File: src/rtl/rsar_pkg.sv
package rsar_pkg;
  localparam int DEF_BITS        = 12;
  localparam int DEF_TOP_WEIGHT  = 1939;
  localparam int DEF_RADIX_MILLI = 1850;

  // one (DEF_BITS+1)-bit weight per bit position, LSB position first
  function automatic logic [DEF_BITS*(DEF_BITS+1)-1:0] sub_binary_table(int top, int radix_milli);
    logic [DEF_BITS*(DEF_BITS+1)-1:0] t;
    longint w;
    t = '0;
    w = longint'(top);
    for (int k = DEF_BITS - 1; k >= 0; k--) begin
      t[k*(DEF_BITS+1) +: (DEF_BITS+1)] = (DEF_BITS+1)'(w);
      w = (w * 1000 + longint'(radix_milli / 2)) / longint'(radix_milli);
    end
    return t;
  endfunction
endpackage

File: src/rtl/rsar_ctrl.sv
module rsar_ctrl #(
  parameter int N_BITS    = 12,
  parameter int AZ_CYCLES = 3
) (
  input  logic                      clk_i,
  input  logic                      rst_ni,
  input  logic                      start_i,
  output logic                      busy_o,
  output logic                      load_o,
  output logic                      dec_en_o,
  output logic [$clog2(N_BITS)-1:0] dec_idx_o,
  output logic [N_BITS-1:0]         set_mask_o,
  output logic                      cap_o,
  output logic                      az_o
);
  localparam int GAP      = N_BITS / 3;
  localparam int PAIR_CYC = 2 * GAP;
  localparam int CAP_CYC  = 4 * GAP;
  localparam int LAST_CYC = CAP_CYC + AZ_CYCLES;
  localparam int CW       = $clog2(LAST_CYC + 1);
  localparam int IW       = $clog2(N_BITS);
  localparam logic [CW-1:0] PAIR_END = CW'(PAIR_CYC);
  localparam logic [CW-1:0] CAP_END  = CW'(CAP_CYC);
  localparam logic [CW-1:0] LAST     = CW'(LAST_CYC);

  logic          busy_q;
  logic [CW-1:0] cnt_q;

  assign load_o = start_i && !busy_q;
  assign busy_o = busy_q;
  assign az_o   = busy_q && (cnt_q > CAP_END);

  always_ff @(posedge clk_i or negedge rst_ni) begin
    if (!rst_ni) begin
      busy_q <= 1'b0;
      cnt_q  <= '0;
    end else if (load_o) begin
      busy_q <= 1'b1;
      cnt_q  <= '0;
    end else if (busy_q) begin
      if (cnt_q == LAST) begin
        busy_q <= 1'b0;
        cnt_q  <= '0;
      end else begin
        cnt_q <= cnt_q + 1'b1;
      end
    end
  end

  // step decode: pairs (upper then lower), then single bits (settle, decide)
  always_comb begin
    int p;
    int k;
    p          = int'(cnt_q >> 1);
    k          = int'((cnt_q - PAIR_END) >> 1);
    dec_en_o   = 1'b0;
    dec_idx_o  = '0;
    set_mask_o = '0;
    cap_o      = 1'b0;
    if (busy_q) begin
      if (cnt_q < PAIR_END) begin
        dec_en_o = 1'b1;
        if (!cnt_q[0]) begin
          dec_idx_o = IW'(N_BITS - 1 - p);
        end else begin
          dec_idx_o = IW'(N_BITS - 1 - GAP - p);
          if (p < GAP - 1)
            set_mask_o = (N_BITS'(1) << (N_BITS - 2 - p)) | (N_BITS'(1) << (N_BITS - 2 - GAP - p));
          else
            set_mask_o = N_BITS'(1) << (GAP - 1);
        end
      end else if (cnt_q < CAP_END) begin
        if (cnt_q[0]) begin
          dec_en_o  = 1'b1;
          dec_idx_o = IW'(GAP - 1 - k);
          if (k < GAP - 1) set_mask_o = N_BITS'(1) << (GAP - 2 - k);
        end
      end else if (cnt_q == CAP_END) begin
        cap_o = 1'b1;
      end
    end
  end

  assert_conv_len_R4: assert property (@(posedge clk_i) disable iff (!rst_ni)
    (busy_q && cnt_q == LAST) |=> !busy_q);

  assert_start_ignored_R8: assert property (@(posedge clk_i) disable iff (!rst_ni)
    (busy_q && start_i && cnt_q != LAST) |=> (busy_q && cnt_q == $past(cnt_q) + 1'b1));
endmodule

File: src/rtl/rsar_reg.sv
module rsar_reg #(
  parameter int N_BITS = 12
) (
  input  logic                      clk_i,
  input  logic                      rst_ni,
  input  logic                      load_i,
  input  logic                      clr_i,
  input  logic                      dec_en_i,
  input  logic [$clog2(N_BITS)-1:0] dec_idx_i,
  input  logic                      comp_i,
  input  logic [N_BITS-1:0]         set_mask_i,
  output logic [N_BITS-1:0]         sar_o
);
  localparam int GAP = N_BITS / 3;
  localparam int IW  = $clog2(N_BITS);
  localparam logic [N_BITS-1:0] START_CODE =
    (N_BITS'(1) << (N_BITS - 1)) | (N_BITS'(1) << (N_BITS - 1 - GAP));

  for (genvar i = 0; i < N_BITS; i++) begin : g_bit
    always_ff @(posedge clk_i or negedge rst_ni) begin
      if (!rst_ni)                                      sar_o[i] <= 1'b0;
      else if (load_i)                                  sar_o[i] <= START_CODE[i];
      else if (clr_i)                                   sar_o[i] <= 1'b0;
      else if (dec_en_i && dec_idx_i == IW'(i) && !comp_i) sar_o[i] <= 1'b0;
      else if (set_mask_i[i])                           sar_o[i] <= 1'b1;
    end
  end

  assert_keep_holds_bits_R2: assert property (@(posedge clk_i) disable iff (!rst_ni)
    (dec_en_i && comp_i && !load_i) |=> ((sar_o & $past(sar_o)) == $past(sar_o)));
endmodule

File: src/rtl/rsar_wacc.sv
module rsar_wacc #(
  parameter int N_BITS = 12,
  parameter logic [N_BITS*(N_BITS+1)-1:0] WEIGHTS = '0
) (
  input  logic                      clk_i,
  input  logic                      rst_ni,
  input  logic                      busy_i,
  input  logic                      dec_en_i,
  input  logic [$clog2(N_BITS)-1:0] dec_idx_i,
  input  logic                      comp_i,
  input  logic                      cap_i,
  output logic [N_BITS-1:0]         result_o,
  output logic                      ovr_o
);
  localparam int AW = N_BITS + 1;
  localparam int IW = $clog2(N_BITS);
  localparam int TS = 2 ** IW;

  logic [AW-1:0] wt [TS];
  logic [AW-1:0] w_sel;
  logic [AW-1:0] acc_q;

  for (genvar g = 0; g < TS; g++) begin : g_tab
    if (g < N_BITS) begin : g_used
      assign wt[g] = WEIGHTS[g*AW +: AW];
    end else begin : g_pad
      assign wt[g] = '0;
    end
  end

  assign w_sel = wt[dec_idx_i];

  always_ff @(posedge clk_i or negedge rst_ni) begin
    if (!rst_ni) begin
      acc_q    <= '0;
      result_o <= '0;
      ovr_o    <= 1'b0;
    end else if (cap_i) begin
      result_o <= acc_q[N_BITS-1:0];
      ovr_o    <= acc_q[N_BITS];   // carry of the weight sum
      acc_q    <= '0;
    end else if (dec_en_i && comp_i) begin
      acc_q <= acc_q + w_sel;
    end
  end

  assert_acc_clear_idle_R6: assert property (@(posedge clk_i) disable iff (!rst_ni)
    !busy_i |-> (acc_q == '0));

  assert_result_hold_R7: assert property (@(posedge clk_i) disable iff (!rst_ni)
    !cap_i |=> ($stable(result_o) && $stable(ovr_o)));
endmodule

File: src/rtl/rsar_core.sv
module rsar_core #(
  parameter int N_BITS    = rsar_pkg::DEF_BITS,
  parameter int AZ_CYCLES = 3,
  parameter logic [N_BITS*(N_BITS+1)-1:0] WEIGHTS =
    rsar_pkg::sub_binary_table(rsar_pkg::DEF_TOP_WEIGHT, rsar_pkg::DEF_RADIX_MILLI)
) (
  input  logic              clk_i,
  input  logic              rst_ni,
  input  logic              start_i,
  input  logic              comp_i,
  output logic [N_BITS-1:0] dac_code_o,
  output logic              az_o,
  output logic              eoc_o,
  output logic [N_BITS-1:0] result_o,
  output logic              ovr_o
);
  localparam int IW  = $clog2(N_BITS);
  localparam int GAP = N_BITS / 3;
  localparam logic [N_BITS-1:0] START_CODE =
    (N_BITS'(1) << (N_BITS - 1)) | (N_BITS'(1) << (N_BITS - 1 - GAP));

  logic              busy;
  logic              load;
  logic              dec_en;
  logic [IW-1:0]     dec_idx;
  logic [N_BITS-1:0] set_mask;
  logic              cap;

  rsar_ctrl #(.N_BITS(N_BITS), .AZ_CYCLES(AZ_CYCLES)) u_ctrl (
    .clk_i, .rst_ni, .start_i,
    .busy_o(busy), .load_o(load), .dec_en_o(dec_en), .dec_idx_o(dec_idx),
    .set_mask_o(set_mask), .cap_o(cap), .az_o(az_o)
  );

  rsar_reg #(.N_BITS(N_BITS)) u_reg (
    .clk_i, .rst_ni, .load_i(load), .clr_i(cap), .dec_en_i(dec_en),
    .dec_idx_i(dec_idx), .comp_i, .set_mask_i(set_mask), .sar_o(dac_code_o)
  );

  rsar_wacc #(.N_BITS(N_BITS), .WEIGHTS(WEIGHTS)) u_wacc (
    .clk_i, .rst_ni, .busy_i(busy), .dec_en_i(dec_en), .dec_idx_i(dec_idx),
    .comp_i, .cap_i(cap), .result_o, .ovr_o
  );

  assign eoc_o = !busy;

  assert_az_dac_zero_R5: assert property (@(posedge clk_i) disable iff (!rst_ni)
    az_o |-> (dac_code_o == '0));

  assert_start_load_R1: assert property (@(posedge clk_i) disable iff (!rst_ni)
    (start_i && eoc_o) |=> ((dac_code_o == START_CODE) && !eoc_o));
endmodule

File: config.mk
export PLATFORM = sky130hd
export DESIGN_NAME = rsar_core
export DESIGN_NICKNAME = d
export VERILOG_FILES = /design/src/rtl/rsar_pkg.sv /design/src/rtl/rsar_ctrl.sv /design/src/rtl/rsar_reg.sv /design/src/rtl/rsar_wacc.sv /design/src/rtl/rsar_core.sv
export SDC_FILE = /design/constraint.sdc
export NUM_CORES = 1
export LEC_CHECK = 0
export BUFFER_PORTS_ARGS = -buffer_cell sky130_fd_sc_hd__buf_2
export CAP_MARGIN = 20
export CORE_ASPECT_RATIO = 1.2
export CORE_MARGIN = 4
export CORE_UTILIZATION = 30
export CTS_BUF_LIST = sky130_fd_sc_hd__clkbuf_2
export CTS_CLUSTER_DIAMETER = 50
export CTS_CLUSTER_SIZE = 16
export DETAILED_ROUTE_END_ITERATION = 6
export PLACE_DENSITY = 0.43
export SYNTH_ARGS = -nofsm -noshare
export SYNTH_HDL_FRONTEND = slang
export SYNTH_SLANG_ARGS = --single-unit
File: constraint.sdc
create_clock -name clk_i -period 10.2 [get_ports clk_i]
set_input_delay 1.02 -clock clk_i [delete_from_list [all_inputs] [get_ports clk_i]]
set_output_delay 1.02 -clock clk_i [all_outputs]
set_load 0.03 [all_outputs]
; ---- Word level (Yosys, flattened, before mapping)
; Memory sizes are Yosys's and may differ from the RTL's.
; Cells that the tools add are included.
[word_totals]
reg_bits = 44
rom_bits = 208
inputBits = 4
output_inout_bits = 27
wordCells = 173
memories = 1
[mem_list]
columns = memory, words, word_bits, read_ports, rd_ports_with_merged_regs, wr, line
row1 = (name not given), 16, 13, 1, 0, 0, rsar_wacc.sv:31  ; assign w_sel = wt[dec_idx_i];
[op_classes]
add_sub_neg = 9
order_cmp = 6
n_eq_ne = 13
n_shift = 3
muxes = 78
bitwise_logic = 2
reduce_logical = 44
[op_table]
columns = operator, n
row1 = 1-bit by 32-bit << shifter with 12-bit output (first input constant), 3
row2 = 12-bit 2-to-1 mux, 7
row3 = 1-bit 2-to-1 mux, 59
row4 = 13-bit 2-to-1 mux, 4
row5 = 4-bit nonzero test, 12
row6 = 2-bit by 31-bit subtractor with 32-bit output (first input constant), 1
row7 = 31-bit by 2-bit less-than comparator with 1-bit output (second input constant), 1
row8 = 1-bit logical AND, 27
row9 = 4-bit 2-to-1 mux, 5
row10 = 4-bit by 3-bit == test with 1-bit output (second input constant), 4
row11 = 4-bit == test (second input constant), 4
row12 = 5-bit 2-to-1 mux, 3
row13 = 13-bit adder, 1
row14 = 12-bit bitwise OR, 1
row15 = 5-bit == test (second input constant), 2
row16 = 4-bit by 2-bit == test with 1-bit output (second input constant), 2
row17 = 5-bit by 4-bit subtractor with 6-bit output (second input constant), 1
row18 = 5-bit by 1-bit adder with 5-bit output (second input constant), 1
row19 = 5-bit >= comparator (second input constant), 1
row20 = 5-bit > comparator (second input constant), 1
row21 = 5-bit by 4-bit less-than comparator with 1-bit output (second input constant), 1
row22 = 5-bit less-than comparator (second input constant), 1
row23 = 4-bit inverter with 5-bit output, 1
row24 = 3-bit by 4-bit subtractor with 5-bit output (first input constant), 1
row25 = 9 further kinds, 11

; ---- Longest topological paths before layout
; Gate-level depths: netlist of the first run.
[logic_depth]
depth_word = 13
mapped_depth = 19
depth_no_buf = 17

; ---- Modules after synthesis
; Synthesis of the first run repeated with hierarchy kept, for this count alone.
[hier_totals]
hier_cells = 386
hier_area_um2 = 3465.8
[modules_own_cells]
columns = module, instances, cells_each, area_each_um2, seq_area_each_um2
row1 = rsar_wacc, 1, 200, 1823.0, 650.6
row2 = rsar_ctrl, 1, 138, 1071.0, 150.1
row3 = rsar_reg, 1, 47, 568.0, 300.3
row4 = rsar_core, 1, 1, 3.8, 0.0

; ---- Worst setup path before layout of the first run
; OpenSTA, ideal clock, no wires.
[synth_path]
path_kind = reg2reg
from = register u_ctrl.cnt_q[3]
to = register u_wacc.acc_q[10]
setup_ps = 95
arrival_time_ps = 3777
t_required_ps = 10105
slack_ps = 6327
stages_incl_launch_ff = 18
n_path_buf = 2
synth_period_minus_slack_ps = 3873
path_cell_list = dfrtp_1 > buf_2 > inv_1 > ha_1 > buf_6 > clkinv_2 > and3_1 > o21ai_1 > ha_1 > nor2_1 > a21oi_1 > o22a_1 > fa_1 > nor2b_1 > o21bai_1 > a2111oi_0 > nor3_1 > o31ai_1
[synth_between]
elab_chain_len = 13
elab_cells_between_ends = 28
classes_between = add/sub (5) / order compare (2) / eq/ne (1) / mux (16) / bitwise (1) / reduce/logical (2) / memory (1)
[synth_lines]
columns = item, line
row1 = from (decl), rsar_ctrl.sv:27  ; logic [CW-1:0] cnt_q;
row2 = from (signal assigned), rsar_ctrl.sv:45  ; cnt_q <= cnt_q + 1'b1;
row3 = 5-bit by 4-bit subtractor with 6-bit output, rsar_ctrl.sv:55  ; k = int'((cnt_q - PAIR_END) >> 1);
row4 = 2-bit by 4-bit subtractor with 4-bit output, rsar_ctrl.sv:75  ; dec_idx_o = IW'(GAP - 1 - k);
row5 = 4-bit 2-to-1 mux, rsar_ctrl.sv:73  ; if (cnt_q[0]) begin
row6 = 4-bit 2-to-1 mux, rsar_ctrl.sv:72  ; end else if (cnt_q < CAP_END) begin
row7 = 4-bit 2-to-1 mux, rsar_ctrl.sv:61  ; if (cnt_q < PAIR_END) begin
row8 = 4-bit 2-to-1 mux, rsar_ctrl.sv:60  ; if (busy_q) begin
row9 = 4-bit inverter with 5-bit output (not written as such), rsar_wacc.sv:31
row10 = memory read 16 x 13 bit, n/a
row11 = 13-bit 2-to-1 mux (not written as such) (2 in series), rsar_wacc.sv:31
row12 = 13-bit adder, rsar_wacc.sv:43  ; acc_q <= acc_q + w_sel;
row13 = 13-bit 2-to-1 mux, rsar_wacc.sv:42  ; end else if (dec_en_i && comp_i) begin
row14 = 13-bit 2-to-1 mux, rsar_wacc.sv:38  ; end else if (cap_i) begin
row15 = to (signal assigned), rsar_wacc.sv:43
row16 = to (decl), rsar_wacc.sv:21  ; logic [AW-1:0] acc_q;
; Parallel ways exist; a longest one is shown, timed or not. The select of a mux whose other input is x is not followed.
; A chain may end at the register's enable or synchronous reset.

; ---- Worst setup path after layout of the first run
; Ends and elaborated chain as after synthesis.

==> impl_results.html, run 1 <==
<table>
<tr><th>Metric</th><th>Value</th></tr>
<tr><th colspan="2">Outcome</th></tr>
<tr><td>Status</td><td>complete, no violations</td></tr>
<tr><th colspan="2">STA</th></tr>
<tr><td>Final clock period utilization by the worst path</td><td>45.7%</td></tr>
<tr><td>Setup repair after global routing missed its margin</td><td>false</td></tr>
<tr><td>Clock period minus worst slack</td><td>4.66 ns</td></tr>
<tr><td>Final hold violations</td><td>0</td></tr>
<tr><td>Remaining max-slew budget at the tightest pin</td><td>52.2%</td></tr>
<tr><td>Total Negative Setup Slacks</td><td>0 ns</td></tr>
<tr><td>Clock Skew</td><td>0.0367 ns</td></tr>
<tr><td>Worst Tran Pin Value</td><td>0.712 ns</td></tr>
<tr><td>Final Slew Violations</td><td>0</td></tr>
<tr><td>Final setup viols</td><td>0</td></tr>
<tr><td>Max Freq</td><td>215 MHz</td></tr>
<tr><th colspan="2">Floorplan</th></tr>
<tr><td>Initial core utilization</td><td>31.0%</td></tr>
<tr><td># rows</td><td>41</td></tr>
<tr><td>Die area</td><td>12,800 sq um</td></tr>
<tr><td>Vertical die dimension</td><td>123 um</td></tr>
<tr><td>I/O pins</td><td>31</td></tr>
<tr><td>Placeable core region</td><td>10,700 sq um</td></tr>
<tr><td>DIE WIDTH</td><td>104 um</td></tr>
<tr><th colspan="2">Drt</th></tr>
<tr><td>Routed vias</td><td>2,780</td></tr>
<tr><td>DR vias/cell</td><td>5.36</td></tr>
<tr><td>DRT Pass-1 Iters</td><td>4</td></tr>
<tr><td>Final wirelength</td><td>8.73 mm</td></tr>
<tr><td>Remaining design rule violation count</td><td>0</td></tr>
<tr><td>Remaining antenna violation count after routing</td><td>0</td></tr>
<tr><td>Initial DRC count</td><td>96</td></tr>
<tr><td>Average wire per standard cell</td><td>16.8 um</td></tr>
<tr><th colspan="2">Worst hold path</th></tr>
<tr><td>Worst min-delay path class</td><td>register to register</td></tr>
<tr><td>Number of cells on the worst hold path</td><td>1</td></tr>
<tr><th colspan="2">Place</th></tr>
<tr><td>Routability cong.</td><td>0.775</td></tr>
<tr><td>Total half-perimeter wirelength after legalization and detailed placement</td><td>6.65 mm</td></tr>
<tr><td>Count of port buffers added during placement</td><td>30</td></tr>
<tr><th colspan="2">Clock network</th></tr>
<tr><td>TritonCTS buffer count</td><td>5</td></tr>
<tr><td>Cts repair resizes</td><td>0</td></tr>
<tr><td>Buffer count from post-CTS setup fixing</td><td>0</td></tr>
<tr><td>Bufs on Longest Clock Path</td><td>2</td></tr>
<tr><td>Library cell used as clock root buffer</td><td>clkbuf_2</td></tr>
<tr><td>CTS HTree Levels</td><td>2</td></tr>
<tr><td>Cts hold-fix bufs</td><td>0</td></tr>
<tr><td>Clock latency on the worst-skew pair</td><td>0.44 ns</td></tr>
<tr><td>TritonCTS clock tree</td><td>yes</td></tr>
<tr><td>Clock-pin slew on the worst setup and hold paths</td><td>0.25 ns</td></tr>
<tr><td>Num Clock Sinks</td><td>44</td></tr>
<tr><th colspan="2">Synth</th></tr>
<tr><td>Synth warnings</td><td>0</td></tr>
<tr><td>Top cell type by total area after synthesis</td><td>dfrtp_1</td></tr>
<tr><td>Proportion of register bits with asynchronous set or reset after synthesis</td><td>100%</td></tr>
<tr><td>Fraction of synthesized cell area taken by the top area cell type</td><td>33.3%</td></tr>
<tr><td>Area contributors post-synth</td><td>dfrtp_1 (33%), ha_1 (11%), nand2_1 (4.1%)</td></tr>
<tr><td>Synthesized flop and latch total</td><td>44</td></tr>
<tr><td>Most used DFF post-synth</td><td>dfrtp_1</td></tr>
<tr><td>Combined area of all synthesized cells</td><td>3310 sq um</td></tr>
<tr><td>Yosys cell types</td><td>66</td></tr>
<tr><td>Count of flip-flops with a built-in enable after synthesis</td><td>0</td></tr>
<tr><td>Mean post-synth cell area</td><td>9.02 sq um</td></tr>
<tr><td>Cell count after synthesis</td><td>367</td></tr>
<tr><td>Number of nets produced by synthesis</td><td>403</td></tr>
<tr><td>Sequential-to-total area share from yosys stat</td><td>33.3%</td></tr>
<tr><th colspan="2">Global route</th></tr>
<tr><td>Pin count of the biggest net entering global routing</td><td>45</td></tr>
<tr><td>Initial antenna violation count</td><td>1</td></tr>
<tr><td>Vias in the first global route</td><td>2,814</td></tr>
<tr><td>Residual overflow from global routing</td><td>0</td></tr>
<tr><td>Global-route wire length before repair</td><td>14.2 mm</td></tr>
<tr><td>GRT Resource Usage Total</td><td>14.0%</td></tr>
<tr><th colspan="2">Finish</th></tr>
<tr><td>NumNets Final</td><td>425</td></tr>
<tr><td>Area of the multi-input gates</td><td>2020 sq um</td></tr>
<tr><td>Number of filler cells placed in the layout</td><td>1,124</td></tr>
<tr><td>FF/Latch Area</td><td>1100 sq um</td></tr>
<tr><td>Layout cell share with drive strength beyond 1</td><td>16.5%</td></tr>
<tr><td>Most frequent standard cell in the layout excluding fill and tap cells</td><td>dfrtp_1</td></tr>
<tr><td>Synthesis-to-layout area growth</td><td>10.1%</td></tr>
<tr><td>Top library cells by usage in the layout, fill and taps aside</td><td>dfrtp_1 (44), nand2_1 (36), ha_1 (30), buf_2 (30), o21ai_0 (27)</td></tr>
<tr><th colspan="2">Worst setup path</th></tr>
<tr><td>Worst Setup Start Kind</td><td>register</td></tr>
<tr><td>Worst reg2reg path depth</td><td>15</td></tr>
<tr><td>Data required time at the worst endpoint</td><td>10.58 ns</td></tr>
<tr><td>Maximum fanout along the worst path</td><td>18</td></tr>
<tr><td>Element type at the critical path end</td><td>register</td></tr>
<tr><td>Kind of critical path</td><td>register to register</td></tr>
<tr><td>WP data arrival</td><td>5.04 ns</td></tr>
<tr><th colspan="2">Flow run</th></tr>
<tr><td>Count of max-cap constraint violations</td><td>0</td></tr>
</table>
cell families after synthesis:
group | share of synthesized area, %
multiplexers | 5.03
adder cells (fa/ha/maj) | 12.6
XOR/XNOR | 1.06
buffers and inverters | 5.78
flip-flops | 33.3
AO/OA/AOI/OAI | 24.1
AND/OR/NAND/NOR | 18.2
area by class of cell:
| type | count | share of cell area (%) |
|---|---|---|
| multi-input cells | 280 | 55.4 |
| flip-flops and latches | 44 | 30.2 |
| repair buffers | 32 | 4.88 |
| well taps | 129 | 4.43 |
| inverters | 26 | 2.71 |
| clock inverters | 2 | 1.65 |
| clock buffers | 5 | 0.687 |
| diodes | 1 | 0.0687 |
worst max-delay path, stage by stage, from the launching register on:
cell and delay, ns:
dfrtp_1 0.63, inv_1 0.35, ha_1 0.40, clkinv_2 0.24, and3_1 0.20, o21ai_1 0.43, ha_1 0.34, nor2_1 0.10
a21oi_1 0.07, o22a_1 0.22, fa_1 0.43, nor2b_1 0.17, o21bai_1 0.14, a2111oi_0 0.56, nor3_1 0.10, o31ai_1 0.23
synth_stat cells (3+ instances only):
library cell and instances:
clkbuf_1 8, a21oi_1 19, o221a_2 3, nand3_1 5, o21ai_1 4, o21a_1 7, mux2_1 3, o31ai_1 10
nand4_1 4, ha_1 30, xor2_1 3, mux2_4 3, nor2b_1 4, a31oi_1 5, o211ai_1 7, nor2_1 26
a21o_1 3, buf_6 3, o21ai_0 27, inv_1 24, buf_2 5, dfrtp_1 44, and3b_1 3, nor3_1 8
o22ai_1 6, nand2_1 36, mux2_2 6, and2_1 4, nand2b_1 8
state kept, by name (all words and copies together) (netlist names):
signal           flops
u_ctrl.busy_o        1
u_ctrl.cnt_q         5
u_reg.sar_o         12
u_wacc.acc_q        13
u_wacc.ovr_o         1
u_wacc.result_o     12
final timing paths:
| path | startpoint | endpoint | slack, ns |
|---|---|---|---|
| worst max-delay path | u_ctrl.cnt_q[3] | u_wacc.acc_q[10] | 5.54 |
| min in group asynchronous | rst_ni | u_reg.sar_o[3] | 0.51 |
| worst min register to register | u_wacc.acc_q[12] | u_wacc.acc_q[12] | 0.49 |
| worst max register to register | u_ctrl.cnt_q[3] | u_wacc.acc_q[10] | 5.54 |
| max in group asynchronous | rst_ni | u_reg.sar_o[11] | 9.19 |
| worst min-delay path | u_wacc.acc_q[12] | u_wacc.acc_q[12] | 0.49 |
routing by layer:
metal	global-route usage (%)	share of wire, %	vias up
li1	-	-	1382
met1	16.3	44	1333
met2	25.1	49	43
met3	2.35	2.3	22
met4	7.15	4.0	0
met5	0	0	-
per-stage QoR:
step           setup WS, ns  utilization (%)  hold slack (ns)  cells  area, sq um
2_1_floorplan          6.33                -            0.438    367         3310
3_3_place_gp           5.63             33.1            0.463    510         3540
3_5_place_dp           5.57             33.1            0.465    510         3540
4_1_cts                5.54             33.9            0.496    517         3620
5_1_grt                5.02             34.1            0.475    519         3640
6_report               5.54             34.1            0.490    519         3640
Power of run 1 is left out: the tool's default activity adds up to more than one toggle a clock period on the data nets, which glitch-free logic cannot reach.
==> inputs of run 2 (changes only) <==
--- a/config.mk
+++ b/config.mk
@@ -5,6 +5,7 @@
 export SDC_FILE = /design/constraint.sdc
 export NUM_CORES = 1
 export LEC_CHECK = 0
+export ABC_AREA = 1
 export BUFFER_PORTS_ARGS = -buffer_cell sky130_fd_sc_hd__buf_2
 export CAP_MARGIN = 20
 export CORE_ASPECT_RATIO = 1.2
@@ -14,7 +15,7 @@
 export CTS_CLUSTER_DIAMETER = 50
 export CTS_CLUSTER_SIZE = 16
 export DETAILED_ROUTE_END_ITERATION = 6
-export PLACE_DENSITY = 0.43
+export PLACE_DENSITY = 0.44
 export SYNTH_ARGS = -nofsm -noshare
 export SYNTH_HDL_FRONTEND = slang
 export SYNTH_SLANG_ARGS = --single-unit
==> constraint.sdc (replaced) <==
create_clock -name clk_i -period 3.9 [get_ports clk_i]
set_input_delay 0.39 -clock clk_i [delete_from_list [all_inputs] [get_ports clk_i]]
set_output_delay 0.39 -clock clk_i [all_outputs]
set_load 0.03 [all_outputs]
==> impl_results.html, run 2 <==
<table>
<tr><th>Metric</th><th>Value</th></tr>
<tr><th colspan="2">Outcome</th></tr>
<tr><td>Status</td><td>complete, no violations</td></tr>
<tr><th colspan="2">Finish</th></tr>
<tr><td>Most frequent standard cell in the layout excluding fill and tap cells</td><td>nand2_1</td></tr>
<tr><td>Synthesis-to-layout area growth</td><td>11.2%</td></tr>
<tr><td>Layout cell share with drive strength beyond 1</td><td>15.9%</td></tr>
<tr><td>Diodes inserted</td><td>0</td></tr>
<tr><td>Layout Cells excl Fill</td><td>726</td></tr>
<tr><td>Number of filler cells placed in the layout</td><td>1,339</td></tr>
<tr><td>Top library cells by usage in the layout, fill and taps aside</td><td>nand2_1 (153), inv_1 (68), dfrtp_1 (44), nor2_1 (38), o21ai_0 (34)</td></tr>
<tr><td>Registers with the most flip-flops</td><td>u_wacc.acc_q: 13 flops, u_reg.sar_o: 12 flops, u_wacc.result_o: 12 flops</td></tr>
<tr><td>Max reg flops</td><td>13</td></tr>
<tr><td>Register with the highest flop count</td><td>u_wacc.acc_q</td></tr>
<tr><td>NumNets Final</td><td>600</td></tr>
<tr><th colspan="2">Place</th></tr>
<tr><td>Number of cells in the design after placement</td><td>716</td></tr>
<tr><td>Total half-perimeter wirelength after legalization and detailed placement</td><td>8.14 mm</td></tr>
<tr><td>Routability cong.</td><td>0.857</td></tr>
<tr><td>Count of port buffers added during placement</td><td>30</td></tr>
<tr><th colspan="2">Worst setup path</th></tr>
<tr><td>Crit-path most repeated cell</td><td>nand2_1</td></tr>
<tr><td>Data required time at the worst endpoint</td><td>4.26 ns</td></tr>
<tr><td>Family with the most delay on the worst path</td><td>compound AO/OA/AOI/OAI gates</td></tr>
<tr><td>Total stage count of the critical path</td><td>16</td></tr>
<tr><td>WP data arrival</td><td>3.71 ns</td></tr>
<tr><td>Element type at the critical path end</td><td>register</td></tr>
<tr><td>Critical Path, Cell by Cell</td><td>inv_4 -&gt; ha_1 -&gt; buf_4 -&gt; o21ai_0 -&gt; nand2_2 -&gt; nand2_1 -&gt; o221ai_1 -&gt; inv_1 -&gt; ha_1 -&gt; nand2_1 -&gt; o21ai_0 -&gt; nand3b_1 -&gt; o211ai_1 -&gt; nand3_1 -&gt; nand2_1 -&gt; nor2_1</td></tr>
<tr><td>Worst Path Buf+Inv</td><td>3</td></tr>
<tr><td>Kind of critical path</td><td>register to register</td></tr>
<tr><td>Worst path max stage delay</td><td>0.46 ns</td></tr>
<tr><td>Worst Setup Start Kind</td><td>register</td></tr>
<tr><td>Worst reg2reg path depth</td><td>16</td></tr>
<tr><td>Maximum fanout along the worst path</td><td>12</td></tr>
<tr><td>Slowest cell on the critical path</td><td>dfrtp_1</td></tr>
<tr><th colspan="2">Worst hold path</th></tr>
<tr><td>Worst min-delay path class</td><td>input port to register</td></tr>
<tr><td>Number of cells on the worst hold path</td><td>4</td></tr>
<tr><th colspan="2">Global route</th></tr>
<tr><td>Residual overflow from global routing</td><td>0</td></tr>
<tr><td>Initial antenna violation count</td><td>0</td></tr>
<tr><td>Pin count of the biggest net entering global routing</td><td>45</td></tr>
<tr><td>Vias in the first global route</td><td>3,470</td></tr>
<tr><td>GRT Resource Usage Total</td><td>15.0%</td></tr>
<tr><td>Global-route wire length before repair</td><td>17.0 mm</td></tr>
<tr><th colspan="2">Drt</th></tr>
<tr><td>Initial DRC count</td><td>135</td></tr>
<tr><td>Final wirelength</td><td>10.1 mm</td></tr>
<tr><td>Average wire per standard cell</td><td>13.9 um</td></tr>
<tr><td>DR vias/cell</td><td>4.69</td></tr>
<tr><td>Remaining antenna violation count after routing</td><td>0</td></tr>
<tr><td>DRT Pass-1 Iters</td><td>4</td></tr>
<tr><td>Routed vias</td><td>3,403</td></tr>
<tr><td>Remaining design rule violation count</td><td>0</td></tr>
<tr><th colspan="2">Floorplan</th></tr>
<tr><td>Placeable core region</td><td>12,100 sq um</td></tr>
<tr><td>DIE WIDTH</td><td>110 um</td></tr>
<tr><td>Vertical die dimension</td><td>130 um</td></tr>
<tr><td>Initial core utilization</td><td>30.7%</td></tr>
<tr><td>I/O pins</td><td>31</td></tr>
<tr><td># rows</td><td>44</td></tr>
<tr><td>Die area</td><td>14,200 sq um</td></tr>
<tr><th colspan="2">STA</th></tr>
<tr><td>Clock period minus worst slack</td><td>3.35 ns</td></tr>
<tr><td>Worst Tran Pin Value</td><td>0.652 ns</td></tr>
<tr><td>Setup repair after global routing missed its margin</td><td>false</td></tr>
<tr><td>Final setup viols</td><td>0</td></tr>
<tr><td>Remaining max-slew budget at the tightest pin</td><td>56.4%</td></tr>
<tr><td>Final Slew Violations</td><td>0</td></tr>
<tr><td>Max Freq</td><td>299 MHz</td></tr>
<tr><td>Final clock period utilization by the worst path</td><td>85.8%</td></tr>
<tr><td>Final hold violations</td><td>0</td></tr>
<tr><td>Total Negative Setup Slacks</td><td>0 ns</td></tr>
<tr><td>Clock Skew</td><td>0.0451 ns</td></tr>
<tr><th colspan="2">Synth</th></tr>
<tr><td>Most common cell in the netlist</td><td>nand2_1</td></tr>
<tr><td>Synth warnings</td><td>0</td></tr>
<tr><td>Yosys cell types</td><td>45</td></tr>
<tr><td>Proportion of register bits with asynchronous set or reset after synthesis</td><td>100%</td></tr>
<tr><td>Top cell type by total area after synthesis</td><td>dfrtp_1</td></tr>
<tr><td>Fraction of synthesized cell area taken by the top area cell type</td><td>29.6%</td></tr>
<tr><td>Synthesized flop and latch total</td><td>44</td></tr>
<tr><td>Most used DFF post-synth</td><td>dfrtp_1</td></tr>
<tr><td>Most used standard cells in the synthesized netlist</td><td>nand2_1 (153), inv_1 (68), dfrtp_1 (44), nor2_1 (38), o21ai_0 (34)</td></tr>
<tr><td>Number of nets produced by synthesis</td><td>566</td></tr>
<tr><td>Mean post-synth cell area</td><td>7.01 sq um</td></tr>
<tr><td>Count of flip-flops with a built-in enable after synthesis</td><td>0</td></tr>
<tr><td>Sequential-to-total area share from yosys stat</td><td>29.6%</td></tr>
<tr><td>Area contributors post-synth</td><td>dfrtp_1 (30%), nand2_1 (15%), ha_1 (10%)</td></tr>
<tr><td>Combined area of all synthesized cells</td><td>3720 sq um</td></tr>
<tr><td>Cell count after synthesis</td><td>530</td></tr>
<tr><th colspan="2">Clock network</th></tr>
<tr><td>Library cell used as clock root buffer</td><td>clkbuf_2</td></tr>
<tr><td>Buffer count from post-CTS setup fixing</td><td>0</td></tr>
<tr><td>Bufs on Longest Clock Path</td><td>2</td></tr>
<tr><td>Num Clock Sinks</td><td>44</td></tr>
<tr><td>CTS HTree Levels</td><td>2</td></tr>
<tr><td>TritonCTS clock tree</td><td>yes</td></tr>
<tr><td>Cts repair resizes</td><td>0</td></tr>
<tr><td>Cts hold-fix bufs</td><td>0</td></tr>
<tr><td>TritonCTS buffer count</td><td>5</td></tr>
<tr><td>Clock latency on the worst-skew pair</td><td>0.46 ns</td></tr>
<tr><td>Clock-pin slew on the worst setup and hold paths</td><td>0.24 ns</td></tr>
<tr><th colspan="2">Flow run</th></tr>
<tr><td>Count of max-cap constraint violations</td><td>0</td></tr>
</table>
-- run 2: cell types whose count changed after synthesis, sizes merged, moves of 12 or more --
cell | previous run | this run
nand2 | 36 | 163
o21ai | 31 | 45
inv | 25 | 81
nor2 | 26 | 43
mux2 | 12 | 0
nand3 | 5 | 34
-- run 2: path summary, 6_finish.rpt --
kind | startpoint | end | slack, ns
min | start_i | u_ctrl.cnt_q[0] | 0.23
min reg2reg | u_wacc.result_o[5] | u_wacc.result_o[5] | 0.51
max | u_ctrl.cnt_q[4] | u_wacc.acc_q[11] | 0.55
max reg2reg | u_ctrl.cnt_q[4] | u_wacc.acc_q[11] | 0.55
max in group asynchronous | rst_ni | u_wacc.acc_q[7] | 2.95
min in group asynchronous | rst_ni | u_wacc.acc_q[11] | 0.45
-- run 2: logic make-up (layout without fill, tap and decap cells) --
kind of cell / after synthesis / after routing / share of synthesized area (%)
adder cells (fa/ha/maj): 32 / 32 / 11.2
buffers and inverters: 95 / 130 / 11.3
flip-flops: 44 / 44 / 29.6
XOR/XNOR: 6 / 6 / 1.62
AND/OR/NAND/NOR: 259 / 259 / 31.7
AO/OA/AOI/OAI: 94 / 94 / 14.6
-- run 2: layout make-up --
cell class	instances	area (sq um)	share of cell area, %
Multi-Input combinational cell	391	2200	53.1
Sequential cell	44	1100	26.6
Inverter	81	309	7.48
Timing Repair Buffer	41	255	6.17
Tap cell	161	201	4.87
Clock inverter	3	46.3	1.12
Clock buffer	5	25.0	0.605
-- run 2: through the flow --
stage	hold slack, ns	worst slack (ns)	utilization [%]	area [sq um]
global placement	0.472	0.591	33.2	4030
finish	0.229	0.555	34.1	4130
floorplan	0.0944	0.421	-	3720
CTS	0.0652	0.554	33.8	4100
global route	0.225	0.110	34.1	4130
detailed placement	0.472	0.547	33.2	4030
-- run 2: tightest hold or removal path, cell delays in order --
cell	delay, ns
buf_2	0.09
nor2_1	0.06
nand2_1	0.05
o21ai_0	0.07
-- run 2: metal layers --
metal | wire length [um] | global-route usage, %
met3 | 250 | 1.73
met2 | 5330 | 28.4
met5 | 0 | 0
met4 | 132 | 4.04
met1 | 4370 | 17.7
Power of run 2 is left out for the same reason.
==> inputs of run 3 (changes only) <==
--- a/config.mk
+++ b/config.mk
@@ -5,17 +5,16 @@
 export SDC_FILE = /design/constraint.sdc
 export NUM_CORES = 1
 export LEC_CHECK = 0
-export ABC_AREA = 1
-export BUFFER_PORTS_ARGS = -buffer_cell sky130_fd_sc_hd__buf_2
 export CAP_MARGIN = 20
 export CORE_ASPECT_RATIO = 1.2
 export CORE_MARGIN = 4
-export CORE_UTILIZATION = 30
+export CORE_UTILIZATION = 60
 export CTS_BUF_LIST = sky130_fd_sc_hd__clkbuf_2
 export CTS_CLUSTER_DIAMETER = 50
 export CTS_CLUSTER_SIZE = 16
 export DETAILED_ROUTE_END_ITERATION = 6
-export PLACE_DENSITY = 0.44
+export DONT_BUFFER_PORTS = 1
+export PLACE_DENSITY = 0.76
 export SYNTH_ARGS = -nofsm -noshare
 export SYNTH_HDL_FRONTEND = slang
 export SYNTH_SLANG_ARGS = --single-unit
==> impl_results.html, run 3 (same netlist as run 1, synthesis figures left out) <==
<table>
<tr><th>Metric</th><th>Value</th></tr>
<tr><th colspan="2">STA</th></tr>
<tr><td>Clock Skew</td><td>0.0172 ns</td></tr>
<tr><td>Clock period minus worst slack</td><td>3.72 ns</td></tr>
<tr><td>Remaining max-slew budget at the tightest pin</td><td>52.4%</td></tr>
<tr><td>Fin worst setup slack</td><td>0.179 ns</td></tr>
<tr><td>Final setup viols</td><td>0</td></tr>
<tr><td>Final clock period utilization by the worst path</td><td>95.4%</td></tr>
<tr><td>Worst Tran Pin Value</td><td>0.709 ns</td></tr>
<tr><td>Final hold violations</td><td>0</td></tr>
<tr><td>Setup repair after global routing missed its margin</td><td>true</td></tr>
<tr><td>Final Slew Violations</td><td>0</td></tr>
<tr><td>Max Freq</td><td>269 MHz</td></tr>
<tr><th colspan="2">Worst hold path</th></tr>
<tr><td>Start point of the worst min-delay path</td><td>start_i</td></tr>
<tr><td>Worst min-delay path class</td><td>input port to register</td></tr>
<tr><th colspan="2">Place</th></tr>
<tr><td>Count of port buffers added during placement</td><td>0</td></tr>
<tr><td>Routability cong.</td><td>0.966</td></tr>
<tr><td>Setup Slack @ Placement</td><td>0.0440 ns</td></tr>
<tr><td>Total half-perimeter wirelength after legalization and detailed placement</td><td>6.06 mm</td></tr>
<tr><th colspan="2">Clock network</th></tr>
<tr><td>TritonCTS buffer count</td><td>5</td></tr>
<tr><td>Clock latency on the worst-skew pair</td><td>0.42 ns</td></tr>
<tr><td>CTS HTree Levels</td><td>2</td></tr>
<tr><td>Num Clock Sinks</td><td>44</td></tr>
<tr><td>Clock-pin slew on the worst setup and hold paths</td><td>0.22 ns</td></tr>
<tr><td>Buffer count from post-CTS setup fixing</td><td>0</td></tr>
<tr><td>Bufs on Longest Clock Path</td><td>2</td></tr>
<tr><td>TritonCTS clock tree</td><td>yes</td></tr>
<tr><td>Library cell used as clock root buffer</td><td>clkbuf_2</td></tr>
<tr><th colspan="2">Finish</th></tr>
<tr><td>Registers with the most flip-flops</td><td>u_wacc.acc_q: 13 flops, u_reg.sar_o: 12 flops, u_wacc.result_o: 12 flops</td></tr>
<tr><td>Synthesis-to-layout area growth</td><td>6.47%</td></tr>
<tr><td>NumNets Final</td><td>413</td></tr>
<tr><td>Top library cells by usage in the layout, fill and taps aside</td><td>dfrtp_1 (44), nand2_1 (36), ha_1 (30), o21ai_0 (27), nor2_1 (25)</td></tr>
<tr><td>Number of filler cells placed in the layout</td><td>439</td></tr>
<tr><td>Utilization of the core after routing</td><td>66.1%</td></tr>
<tr><td>Most frequent standard cell in the layout excluding fill and tap cells</td><td>dfrtp_1</td></tr>
<tr><td>Register with the highest flop count</td><td>u_wacc.acc_q</td></tr>
<tr><td>Max reg flops</td><td>13</td></tr>
<tr><td>Diodes inserted</td><td>0</td></tr>
<tr><td>Layout cell share with drive strength beyond 1</td><td>14.0%</td></tr>
<tr><th colspan="2">Drt</th></tr>
<tr><td>Routed vias</td><td>2,839</td></tr>
<tr><td>Remaining design rule violation count</td><td>0</td></tr>
<tr><td>Initial DRC count</td><td>148</td></tr>
<tr><td>DR vias/cell</td><td>6.45</td></tr>
<tr><td>Average wire per standard cell</td><td>18.3 um</td></tr>
<tr><td>Remaining antenna violation count after routing</td><td>0</td></tr>
<tr><td>DRT Pass-1 Iters</td><td>6</td></tr>
<tr><td>Final wirelength</td><td>8.06 mm</td></tr>
<tr><th colspan="2">Worst setup path</th></tr>
<tr><td>Worst path max stage delay</td><td>0.44 ns</td></tr>
<tr><td>Worst Path Buf+Inv</td><td>3</td></tr>
<tr><td>Maximum fanout along the worst path</td><td>8</td></tr>
<tr><td>Slowest cell on the critical path</td><td>dfrtp_1</td></tr>
<tr><td>Data required time at the worst endpoint</td><td>4.23 ns</td></tr>
<tr><td>Critical Path, Cell by Cell</td><td>inv_1 -&gt; ha_1 -&gt; buf_4 -&gt; and4bb_2 -&gt; a32o_1 -&gt; nand2_1 -&gt; buf_4 -&gt; o21ai_0 -&gt; ha_1 -&gt; a21o_1 -&gt; a21oi_2 -&gt; a31oi_1 -&gt; or3_1 -&gt; a32o_1</td></tr>
<tr><td>Critical path startpoint</td><td>u_ctrl.cnt_q[3]</td></tr>
<tr><td>Family with the most delay on the worst path</td><td>compound AO/OA/AOI/OAI gates</td></tr>
<tr><td>WP data arrival</td><td>4.05 ns</td></tr>
<tr><td>Worst Setup Start Kind</td><td>register</td></tr>
<tr><td>Kind of critical path</td><td>register to register</td></tr>
<tr><td>Element type at the critical path end</td><td>register</td></tr>
<tr><td>Crit Reg-Reg Startpoint</td><td>u_ctrl.cnt_q[3]</td></tr>
<tr><th colspan="2">Global route</th></tr>
<tr><td>Initial antenna violation count</td><td>0</td></tr>
<tr><td>GRT Resource Usage Total</td><td>25.4%</td></tr>
<tr><td>Global-route wire length before repair</td><td>13.2 mm</td></tr>
<tr><td>Residual overflow from global routing</td><td>0</td></tr>
<tr><td>Pin count of the biggest net entering global routing</td><td>45</td></tr>
<tr><td>Vias in the first global route</td><td>2,777</td></tr>
<tr><th colspan="2">Floorplan</th></tr>
<tr><td>I/O pins</td><td>31</td></tr>
<tr><td>Initial core utilization</td><td>62.0%</td></tr>
<tr><td># rows</td><td>29</td></tr>
<tr><td>Vertical die dimension</td><td>89.4 um</td></tr>
<tr><td>Placeable core region</td><td>5330 sq um</td></tr>
<tr><td>Die area</td><td>6770 sq um</td></tr>
<tr><td>DIE WIDTH</td><td>75.8 um</td></tr>
<tr><th colspan="2">Outcome</th></tr>
<tr><td>Status</td><td>complete, no violations</td></tr>
<tr><th colspan="2">Flow run</th></tr>
<tr><td>Count of max-cap constraint violations</td><td>0</td></tr>
</table>
-- run 3: worst paths after layout --
kind,end,slack (ns),cells past startpoint
max reg2reg,u_wacc.acc_q[9],0.18,14
min in group asynchronous,u_reg.sar_o[11],0.42,2
max,u_wacc.acc_q[9],0.18,14
max in group asynchronous,u_wacc.acc_q[1],3.27,2
min reg2reg,u_wacc.acc_q[12],0.49,1
min,u_ctrl.cnt_q[0],0.18,3
-- run 3: timing repair --
| action | in CTS | in global routing |
|---|---|---|
| setup endpoints to repair | 0 | 3 |
| hold buffers | 2 | 1 |
| hold endpoints to repair | 44 | 1 |
| resized for setup | 0 | 4 |
-- run 3: layout make-up --
cell class,count,area [sq um],area share (%)
tap,62,77.6,2.20
inverter,26,98.8,2.81
clock buffer,6,30.0,0.852
sequential,44,1100,31.3
timing repair buffer,20,175,4.97
clock inverter,2,11.3,0.320
multi-input combinational,280,2030,57.6
-- run 3: worst register-to-register path, cell delays in order (launching register included) --
cell	delay [ns]
dfrtp_1	0.44
inv_1	0.09
ha_1	0.30
buf_4	0.17
and4bb_2	0.24
a32o_1	0.26
nand2_1	0.22
buf_4	0.20
o21ai_0	0.13
ha_1	0.36
a21o_1	0.21
a21oi_2	0.27
a31oi_1	0.19
or3_1	0.33
a32o_1	0.25
-- run 3: through the flow --
stage / std cells / instance area, sq um / setup TNS (ns) / hold WS (ns)
2_1_floorplan: 367 / 3310 / 0 / 0.0944
3_3_place_gp: 429 / 3420 / 0 / 0.0958
3_5_place_dp: 429 / 3420 / 0 / 0.0960
4_1_cts: 439 / 3500 / 0 / 0.0141
5_1_grt: 440 / 3520 / -0.109 / 0.172
6_report: 440 / 3520 / 0 / 0.177
-- run 3: metal layers --
metal | track usage (%) | wire length, um | up-vias
li1 | - | - | 1360
met1 | 29.1 | 3280 | 1381
met2 | 43.9 | 4160 | 70
met3 | 4.72 | 286 | 28
met4 | 13.4 | 329 | 0
met5 | 0 | 0 | -
Power of run 3 is left out for the same reason.
